$ cat src/rtl/halfdiv_pkg.sv
package halfdiv_pkg;

    localparam int WORD_W   = 32;
    localparam int MASK_OFS = 16;

    typedef enum logic {
        TGT_CTRL = 1'b0,
        TGT_GATE = 1'b1
    } wr_tgt_e;

    typedef struct packed {
        logic              en;
        wr_tgt_e           tgt;
        logic [WORD_W-1:0] data;
    } wr_req_t;

    // counter must reach 2*(2^dw - 1) + 2
    function automatic int cnt_width(input int dw);
        return dw + 2;
    endfunction

    function automatic logic bit_we(input logic [WORD_W-1:0] d, input int pos, input bit masked);
        return masked ? d[MASK_OFS + pos] : 1'b1;
    endfunction

    function automatic logic merge_bit(input logic old_v, input logic new_v, input logic we);
        return we ? new_v : old_v;
    endfunction

endpackage

$ cat src/rtl/halfdiv_regs.sv
module halfdiv_regs
    import halfdiv_pkg::*;
#(
    parameter int SEL_W    = 2,
    parameter int SEL_LSB  = 0,
    parameter int DIV_W    = 4,
    parameter int DIV_LSB  = 8,
    parameter int GATE_BIT = 3,
    parameter bit MASKED   = 1'b1,
    parameter bit SEL_RO   = 1'b0,
    parameter bit HAS_GATE = 1'b1
) (
    input  logic             clk,
    input  logic             rst,
    input  wr_req_t          req,
    output logic [SEL_W-1:0] sel_req,
    output logic [DIV_W-1:0] div_req,
    output logic             gate_req
);

    logic wr_ctrl, wr_gate;
    logic [DIV_W-1:0] div_nx;
    logic unused_bits;

    assign wr_ctrl     = req.en && (req.tgt == TGT_CTRL);
    assign wr_gate     = req.en && (req.tgt == TGT_GATE);
    assign unused_bits = ^req.data;

    always_comb begin
        for (int i = 0; i < DIV_W; i++)
            div_nx[i] = merge_bit(div_req[i], req.data[DIV_LSB+i], bit_we(req.data, DIV_LSB+i, MASKED));
    end

    always_ff @(posedge clk) begin
        if (rst)          div_req <= '0;
        else if (wr_ctrl) div_req <= div_nx;
    end

    generate
        if (SEL_RO) begin : g_sel_fixed
            assign sel_req = '0;
        end else begin : g_sel_rw
            logic [SEL_W-1:0] sel_nx;
            always_comb begin
                for (int i = 0; i < SEL_W; i++)
                    sel_nx[i] = merge_bit(sel_req[i], req.data[SEL_LSB+i], bit_we(req.data, SEL_LSB+i, MASKED));
            end
            always_ff @(posedge clk) begin
                if (rst)          sel_req <= '0;
                else if (wr_ctrl) sel_req <= sel_nx;
            end
        end

        if (HAS_GATE) begin : g_gate_reg
            always_ff @(posedge clk) begin
                if (rst)          gate_req <= 1'b0;
                else if (wr_gate) gate_req <= merge_bit(gate_req, req.data[GATE_BIT], bit_we(req.data, GATE_BIT, MASKED));
            end
        end else begin : g_gate_none
            assign gate_req = 1'b1;
        end

        if (MASKED) begin : g_chk_masked
            assert_mask_hold_R7: assert property (@(posedge clk) disable iff (rst)
                (wr_ctrl && req.data[MASK_OFS+DIV_LSB +: DIV_W] == '0) |=> $stable(div_req));
        end else begin : g_chk_plain
            assert_plain_replace_R8: assert property (@(posedge clk) disable iff (rst)
                wr_ctrl |=> (div_req == $past(req.data[DIV_LSB +: DIV_W])));
        end
    endgenerate

endmodule

$ cat src/rtl/halfdiv_srcpath.sv
module halfdiv_srcpath
    import halfdiv_pkg::*;
#(
    parameter int NSRC     = 4,
    parameter int SEL_W    = 2,
    parameter bit HAS_GATE = 1'b1
) (
    input  logic             clk,
    input  logic             rst,
    input  logic [NSRC-1:0]  src_clk,
    input  logic [SEL_W-1:0] sel_req,
    input  logic             gate_req,
    output logic             g_lvl,
    output logic             gate_on
);

    logic [NSRC-1:0]  src_q;
    logic [SEL_W-1:0] sel_act;
    logic             cur_lvl, req_lvl;

    always_ff @(posedge clk) begin
        if (rst) src_q <= '0;
        else     src_q <= src_clk;
    end

    // levels of the active and the requested source; absent sources read low
    always_comb begin
        cur_lvl = 1'b0;
        req_lvl = 1'b0;
        for (int k = 0; k < NSRC; k++) begin
            if (SEL_W'(k) == sel_act) cur_lvl = src_q[k];
            if (SEL_W'(k) == sel_req) req_lvl = src_q[k];
        end
    end

    generate
        if (NSRC > 1) begin : g_mux
            always_ff @(posedge clk) begin
                if (rst)
                    sel_act <= '0;
                else if (sel_req != sel_act && !cur_lvl && !req_lvl)
                    sel_act <= sel_req;
            end
        end else begin : g_single
            assign sel_act = '0;
        end

        if (HAS_GATE) begin : g_gate
            always_ff @(posedge clk) begin
                if (rst)
                    gate_on <= 1'b0;
                else if (gate_req != gate_on && !cur_lvl)
                    gate_on <= gate_req;
            end
        end else begin : g_nogate
            assign gate_on = gate_req;
        end
    endgenerate

    assign g_lvl = cur_lvl & gate_on;

    assert_gate_low_R5: assert property (@(posedge clk) disable iff (rst)
        (gate_on != $past(gate_on)) |-> !$past(cur_lvl));

    assert_sel_low_R6: assert property (@(posedge clk) disable iff (rst)
        (sel_act != $past(sel_act)) |-> (!$past(cur_lvl) && !$past(req_lvl)));

endmodule

$ cat src/rtl/halfdiv_core.sv
module halfdiv_core
    import halfdiv_pkg::*;
#(
    parameter int DIV_W = 4
) (
    input  logic             clk,
    input  logic             rst,
    input  logic             g_lvl,
    input  logic             gate_on,
    input  logic [DIV_W-1:0] div_req,
    output logic             clk_out
);

    localparam int CNT_W = cnt_width(DIV_W);

    logic             g_prev;
    logic [CNT_W-1:0] cnt, wrap_pt, hi_lim;
    logic [DIV_W-1:0] n_act;
    logic             half_edge;

    assign half_edge = g_lvl ^ g_prev;
    assign wrap_pt   = CNT_W'({n_act, 1'b0}) + CNT_W'(2);
    assign hi_lim    = CNT_W'(n_act) + CNT_W'(1);

    always_ff @(posedge clk) begin
        if (rst) begin
            g_prev <= 1'b0;
            cnt    <= CNT_W'(2);
            n_act  <= '0;
        end else begin
            g_prev <= g_lvl;
            if (half_edge) begin
                if (cnt == wrap_pt) begin
                    cnt   <= '0;
                    n_act <= div_req;
                end else begin
                    cnt <= cnt + CNT_W'(1);
                end
            end
        end
    end

    assign clk_out = gate_on && (cnt <= hi_lim);

    assert_cnt_range_R2: assert property (@(posedge clk) disable iff (rst)
        cnt <= wrap_pt);

    assert_reload_at_wrap_R4: assert property (@(posedge clk) disable iff (rst)
        (n_act != $past(n_act)) |-> (cnt == '0));

endmodule

$ cat src/rtl/halfdiv_clk_branch.sv
module halfdiv_clk_branch
    import halfdiv_pkg::*;
#(
    parameter int NSRC     = 4,
    parameter int SEL_LSB  = 0,
    parameter int DIV_W    = 4,
    parameter int DIV_LSB  = 8,
    parameter int GATE_BIT = 3,
    parameter bit MASKED   = 1'b1,
    parameter bit SEL_RO   = 1'b0,
    parameter bit HAS_GATE = 1'b1
) (
    input  logic            clk,
    input  logic            rst,
    input  logic [NSRC-1:0] src_clk,
    input  logic            wr_en,
    input  logic            wr_tgt,
    input  logic [31:0]     wr_data,
    output logic            clk_out
);

    localparam int SEL_W = (NSRC > 1) ? $clog2(NSRC) : 1;

    wr_req_t          req;
    logic [SEL_W-1:0] sel_req;
    logic [DIV_W-1:0] div_req;
    logic             gate_req, g_lvl, gate_on;

    assign req = '{en: wr_en, tgt: wr_tgt_e'(wr_tgt), data: wr_data};

    halfdiv_regs #(
        .SEL_W(SEL_W), .SEL_LSB(SEL_LSB), .DIV_W(DIV_W), .DIV_LSB(DIV_LSB),
        .GATE_BIT(GATE_BIT), .MASKED(MASKED), .SEL_RO(SEL_RO), .HAS_GATE(HAS_GATE)
    ) u_regs (
        .clk(clk), .rst(rst), .req(req),
        .sel_req(sel_req), .div_req(div_req), .gate_req(gate_req)
    );

    halfdiv_srcpath #(
        .NSRC(NSRC), .SEL_W(SEL_W), .HAS_GATE(HAS_GATE)
    ) u_src (
        .clk(clk), .rst(rst), .src_clk(src_clk), .sel_req(sel_req),
        .gate_req(gate_req), .g_lvl(g_lvl), .gate_on(gate_on)
    );

    halfdiv_core #(
        .DIV_W(DIV_W)
    ) u_core (
        .clk(clk), .rst(rst), .g_lvl(g_lvl), .gate_on(gate_on),
        .div_req(div_req), .clk_out(clk_out)
    );

endmodule

$ cat config.mk
export PLATFORM = sky130hd
export DESIGN_NAME = halfdiv_clk_branch
export DESIGN_NICKNAME = d
export VERILOG_FILES = /design/src/rtl/halfdiv_pkg.sv /design/src/rtl/halfdiv_regs.sv /design/src/rtl/halfdiv_srcpath.sv /design/src/rtl/halfdiv_core.sv /design/src/rtl/halfdiv_clk_branch.sv
export SDC_FILE = /design/constraint.sdc
export NUM_CORES = 1
export LEC_CHECK = 0
export BUFFER_PORTS_ARGS = -buffer_cell sky130_fd_sc_hd__buf_2
export CORE_MARGIN = 1
export CORE_UTILIZATION = 40
export DETAILED_ROUTE_END_ITERATION = 8
export PLACE_DENSITY_LB_ADDON = 0.12
export RECOVER_POWER = 50
export SETUP_SLACK_MARGIN = 0.3
export SKIP_LAST_GASP = 1
export SLEW_MARGIN = 20
export SYNTH_ARGS = -nofsm -noshare
export SYNTH_HDL_FRONTEND = slang
export SYNTH_SLANG_ARGS = --single-unit
$ cat constraint.sdc
create_clock -name clk -period 1.8 [get_ports clk]
set_input_delay 0.18 -clock clk [delete_from_list [all_inputs] [get_ports clk]]
set_output_delay 0.18 -clock clk [all_outputs]
set_load 0.005 [all_outputs]
* Word-level counts from Yosys, hierarchy flattened *
Cells that the tools add are included.

cells by class
  add/subtract/negate cells = 3
  equal/unequal tests = 9
  reductions and logical operators = 18
  bitwise operators = 3
  multiplexer cells = 9
  $lt $le $gt $ge = 1

operator list
  cell                 count
  $reduce_and 2->1     8
  $eq 2x2->1 const A   4
  $mux 1               8
  $add 5x2->6 const B  1
  $add 6x1->6 const B  1
  $eq 6x6->1           1
  $le 6x6->1           1
  $logic_and 1x1->1    6
  $mux 6               1
  $add 4x1->5 const B  1
  $eq 1x2->1 const A   2
  $logic_not 2->1      2
  $logic_not 1->1      2
  $ne 2x2->1           1
  $and 1x1->1          1
  $ne 1x1->1           1
  $not 1->1            1
  $xor 1x1->1          1

word-level totals
  word-level logic and storage cells = 56
  output and inout bits = 1
  input port bits = 40
  register bits = 25

* Logic depth before layout (Yosys ltp) *
  depth in word-level cells = 8
  depth in mapped cells = 9
  depth with buffers taken out = 9

* By module *
Synthesis repeated with hierarchy kept, for this count alone.

unflattened totals
  cells, all modules = 129
  area, all modules = 1,305.0 um^2

by module, submodules not included
  module           area an instance (um^2)  cells an instance  times used  sequential area each (um^2)
  halfdiv_core     669.4                    70                 1           220.2
  halfdiv_regs     359.1                    36                 1           140.1
  halfdiv_srcpath  276.5                    23                 1           140.1

* Worst setup path after synthesis *
Ideal clock, no wire load.

  path kind = register to output
  start = reg u_core.n_act[0]
  end = out clk_out
  data arrival time = 1.805 ns
  stages on the path, launching flop included = 10
  buffers on the path = 0
  path slack = -0.185 ns
  required time = 1.620 ns
  cells stage by stage = dfxtp_1 -> ha_1 -> inv_1 -> ha_1 -> nor2b_1 -> o21a_1 -> o21a_1 -> o21a_1 -> o22ai_1 -> and3b_1

on the way
  word-level cells in the longest chain between the ends = 3

RTL lines
  item                      line                      source
  start: declaration        halfdiv_core.sv:18        logic [DIV_W-1:0] n_act;
  start signal: assignment  halfdiv_core.sv:35        n_act <= div_req;
  $add 4x1->5               halfdiv_core.sv:23        assign hi_lim = CNT_W'(n_act) + CNT_W'(1);
  $le 6x6->1                halfdiv_core.sv:43        assign clk_out = gate_on && (cnt <= hi_lim);
  $logic_and 1x1->1         halfdiv_core.sv:43
  end: declaration          halfdiv_clk_branch.sv:19  output logic clk_out

No other way between the ends.

* Worst setup path after layout *
Ends and elaborated chain as after synthesis.

==> summary.txt <==
Outcome
  • Status: finished, violations left
  • Failing checks: setup timing

STA
  • Worst clock skew: 0.00480 ns
  • Min Tclk post-route: 2.34 ns
  • Final Hold Vio Count: 0
  • Final worst setup slack: -0.545 ns
  • Final Setup Violations: 9
  • Crit share post-route: 1.30
  • Relative slew margins: 0.228
  • F_max: 426 MHz
  • Worst-Margin Slew: 1.16 ns
  • Unrepaired setup endpoints after global routing: true
  • Fin. max-slew vios: 0

Critical path
  • Buf/Inv on CP: 2
  • R2R depth: 9
  • Max incr delay on CP: 0.38 ns
  • CP top delay family: compound AO/OA/AOI/OAI gates
  • Worst reg2reg path endpoint: u_core.n_act[0]$_SDFFE_PP0P_
  • R2R setup slack: -0.08 ns
  • Critical path cell sequence: ha_4, inv_4, ha_4, nor2b_1, o21a_1, o21a_1, o21a_1, o22ai_1, and3b_1, buf_2
  • Crit path launch type: register
  • Worst Setup SP: u_core.n_act[0]$_SDFFE_PP0P_
  • Max stage delay cell, worst path: dfxtp_4
  • CP endpoint kind: output pin
  • Setup CP Type: reg -> out
  • Crit Reg-Reg Startpoint: u_core.n_act[0]$_SDFFE_PP0P_
  • Required time of the critical path: 1.62 ns
  • Most used cell, CP: o21a_1
  • Crit path arrival time: 2.16 ns
  • CP Max Fanout: 2

Floorplanning
  • Area of the die: 3390 µm²
  • Die H: 58.2 µm
  • Rows: 20
  • Chip width: 58.2 µm
  • Core box area: 3030 µm²
  • Starting density of the core: 0.418
  • IO Pins: 41

Clock tree
  • Clock Path Buffers: 2
  • CTS H-Tree Depth: 1
  • CTS root buf: clkbuf_4
  • Skew-Pair Late Insertion Delay: 0.33 ns
  • Clk pin slew, worst setup/hold paths: 0.14 ns
  • Clock buffer count from CTS: 3
  • Sink Count: 25
  • CTS tree: built

Pwr
  • Peak supply drop: 0.430 mV
  • Power density cells: 545 nW/µm²
  • Leak pwr: 0.000704 µW
  • Pwr Total: 917 µW

Cells and area
  • Layout Utilization: 0.556
  • Diodes inserted: 0
  • Area delta synth->final: 33.0%
  • Commonest non-fill, non-tap cells in the layout: 22 x dfxtp_1, 21 x buf_2, 19 x nand2_1, 12 x nand3_1, 11 x nor2_1
  • Nets: 223
  • Layout cell share with drive strength beyond 1: 0.366
  • Most common cell after layout, fill and taps aside: dfxtp_1
  • Final Instance Count excl. Fillers: 219
  • Design Area, Final: 1680 µm²

Synth
  • Synth cell types: 23
  • Post-synthesis sequential area ratio: 0.396
  • Mapped Nets: 187
  • Post-synthesis register bit count: 25
  • Mapped Cells: 140
  • Syn Area/Cell: 9.04 µm²
  • Synth Cell Area: 1260 µm²
  • Syn. warnings: 0

Global route
  • Grt total ovfl: 0
  • Vias in the first global route: 999
  • First-pass GRT wire length: 4260 µm
  • Largest net degree at the start of global routing: 26
  • Initial antenna violation count: 0
  • All-layer global routing usage: 0.165

Routing
  • WL/cell: 11.6 µm
  • DR DRC count: 0
  • Routed WL: 2530 µm
  • Number of vias per cell: 4.99
  • Via count: 1093
  • Starting DRC count in detailed routing: 33
  • Detail Route Antenna Nets: 0
  • DRT Pass-1 Iters: 4

Min path
  • Hold path depth: 2
  • HP Start: src_clk[2]
  • Hold Crit Endpoint: u_src.src_q[2]$_SDFF_PP0_
  • Worst Hold Class: in -> reg

Placement
  • Routability cong.: 0.747
  • Cells after DPL: 213
  • Dpl hpwl: 1890 µm
  • Placement Cell Area: 1550 µm²
  • Port Buffers: 22

Run
  • MaxCap Viol Count: 0
==> stage by stage <==
step	hold slack (ns)	setup slack (ns)	setup TNS, ns
after CTS	0.0434	-0.581	-1.89
after global placement	0.390	-0.209	-0.209
final	0.0533	-0.545	-1.06
after global routing	0.0531	-0.638	-1.95
after floorplan	0.252	-0.132	-0.132
after detailed placement	0.404	-0.241	-0.281
==> power by group <==
group / switching, µW / internal, µW
Clock: 181 / 86.8
Combinational: 38.2 / 40.5
Sequential: 7.50 / 564
Total: 226 / 691
==> per-layer routing <==
layer	routed length, µm	part of all wire	vias to the layer above	GRT usage
met4	37	0.015	0	0.0714
li1	-	-	552	-
met2	1240	0.49	23	0.276
met5	0	0	-	0
met1	1180	0.46	514	0.210
met3	80	0.032	4	0.0268
==> state kept, by name (all words and copies together), names as in the netlist <==
name and flops:
u_regs.sel_req 2, u_core.g_prev 1, u_regs.gate_req 1, u_src.src_q 4, u_src.gate_on 1, u_core.cnt 6
u_core.n_act 4, u_src.sel_act 2, u_regs.div_req 4
==> cell usage after synthesis <==
cell type	number	area share
a21oi_1	12	0.047
and3_1	1	0.0049
and3b_1	1	0.0069
clkbuf_1	3	0.0089
dfxtp_1	25	0.40
ha_1	7	0.069
inv_1	3	0.0089
mux2i_1	8	0.063
mux4_2	2	0.036
nand2_1	20	0.059
nand2_4	2	0.018
nand3_1	13	0.051
nand3b_1	2	0.012
nor2_1	13	0.039
nor2b_1	8	0.040
nor4_4	1	0.017
o21a_1	3	0.018
o21ai_0	5	0.020
o22ai_1	1	0.0049
xnor2_1	5	0.035
xnor2_2	1	0.013
xor2_1	3	0.021
xor2_2	1	0.013
==> area by class of cell <==
type                            count  area [µm²]
Multi-Input combinational cell    109         868
Clock inverter                      1        6.26
Sequential cell                    25         507
Tap cell                           44        55.1
Inverter                            3        13.8
Fill cell                         275        1350
Clock buffer                        3        22.5
Timing Repair Buffer               34         210
==> cells by family (layout without fill, tap and decap cells) <==
group           after synthesis  count (layout)  share of synthesized area
simple gates                 61              61                      0.247
xor+xnor                     10              10                     0.0811
compound gates               21              21                     0.0900
flops                        25              25                      0.396
fa+ha+maj                     7               7                     0.0692
buf+inv                       6              41                     0.0178
mux                          10              10                     0.0989
==> timing repair <==
action / 4_1_cts / 5_1_grt
hold buffers: 0 / 0
buffers inserted: 1 / 1
cloned: 0 / 0
pin swaps: 12 / 11
setup endpoints to repair: 13 / 13
gates resized for setup: 9 / 12
==> worst reg2reg max path, delay by kind of cell, from the launching register on <==
kind                     cells  cell delay [ns]
AND/OR/NAND/NOR              3             0.41
flip-flops                   1             0.38
buffers and inverters        2             0.35
XOR/XNOR                     2             0.26
adder cells (fa/ha/maj)      1             0.17
multiplexers                 1             0.17
==> how the worst max path moves through the flow <==
stage	end	depth (start not counted)
2_1_floorplan	clk_out	9
3_3_place_gp	clk_out	10
3_5_place_dp	clk_out	10
4_1_cts	clk_out	10
5_1_grt	clk_out	10
6_report	clk_out	10
Power figures use the tool's default switching activity.
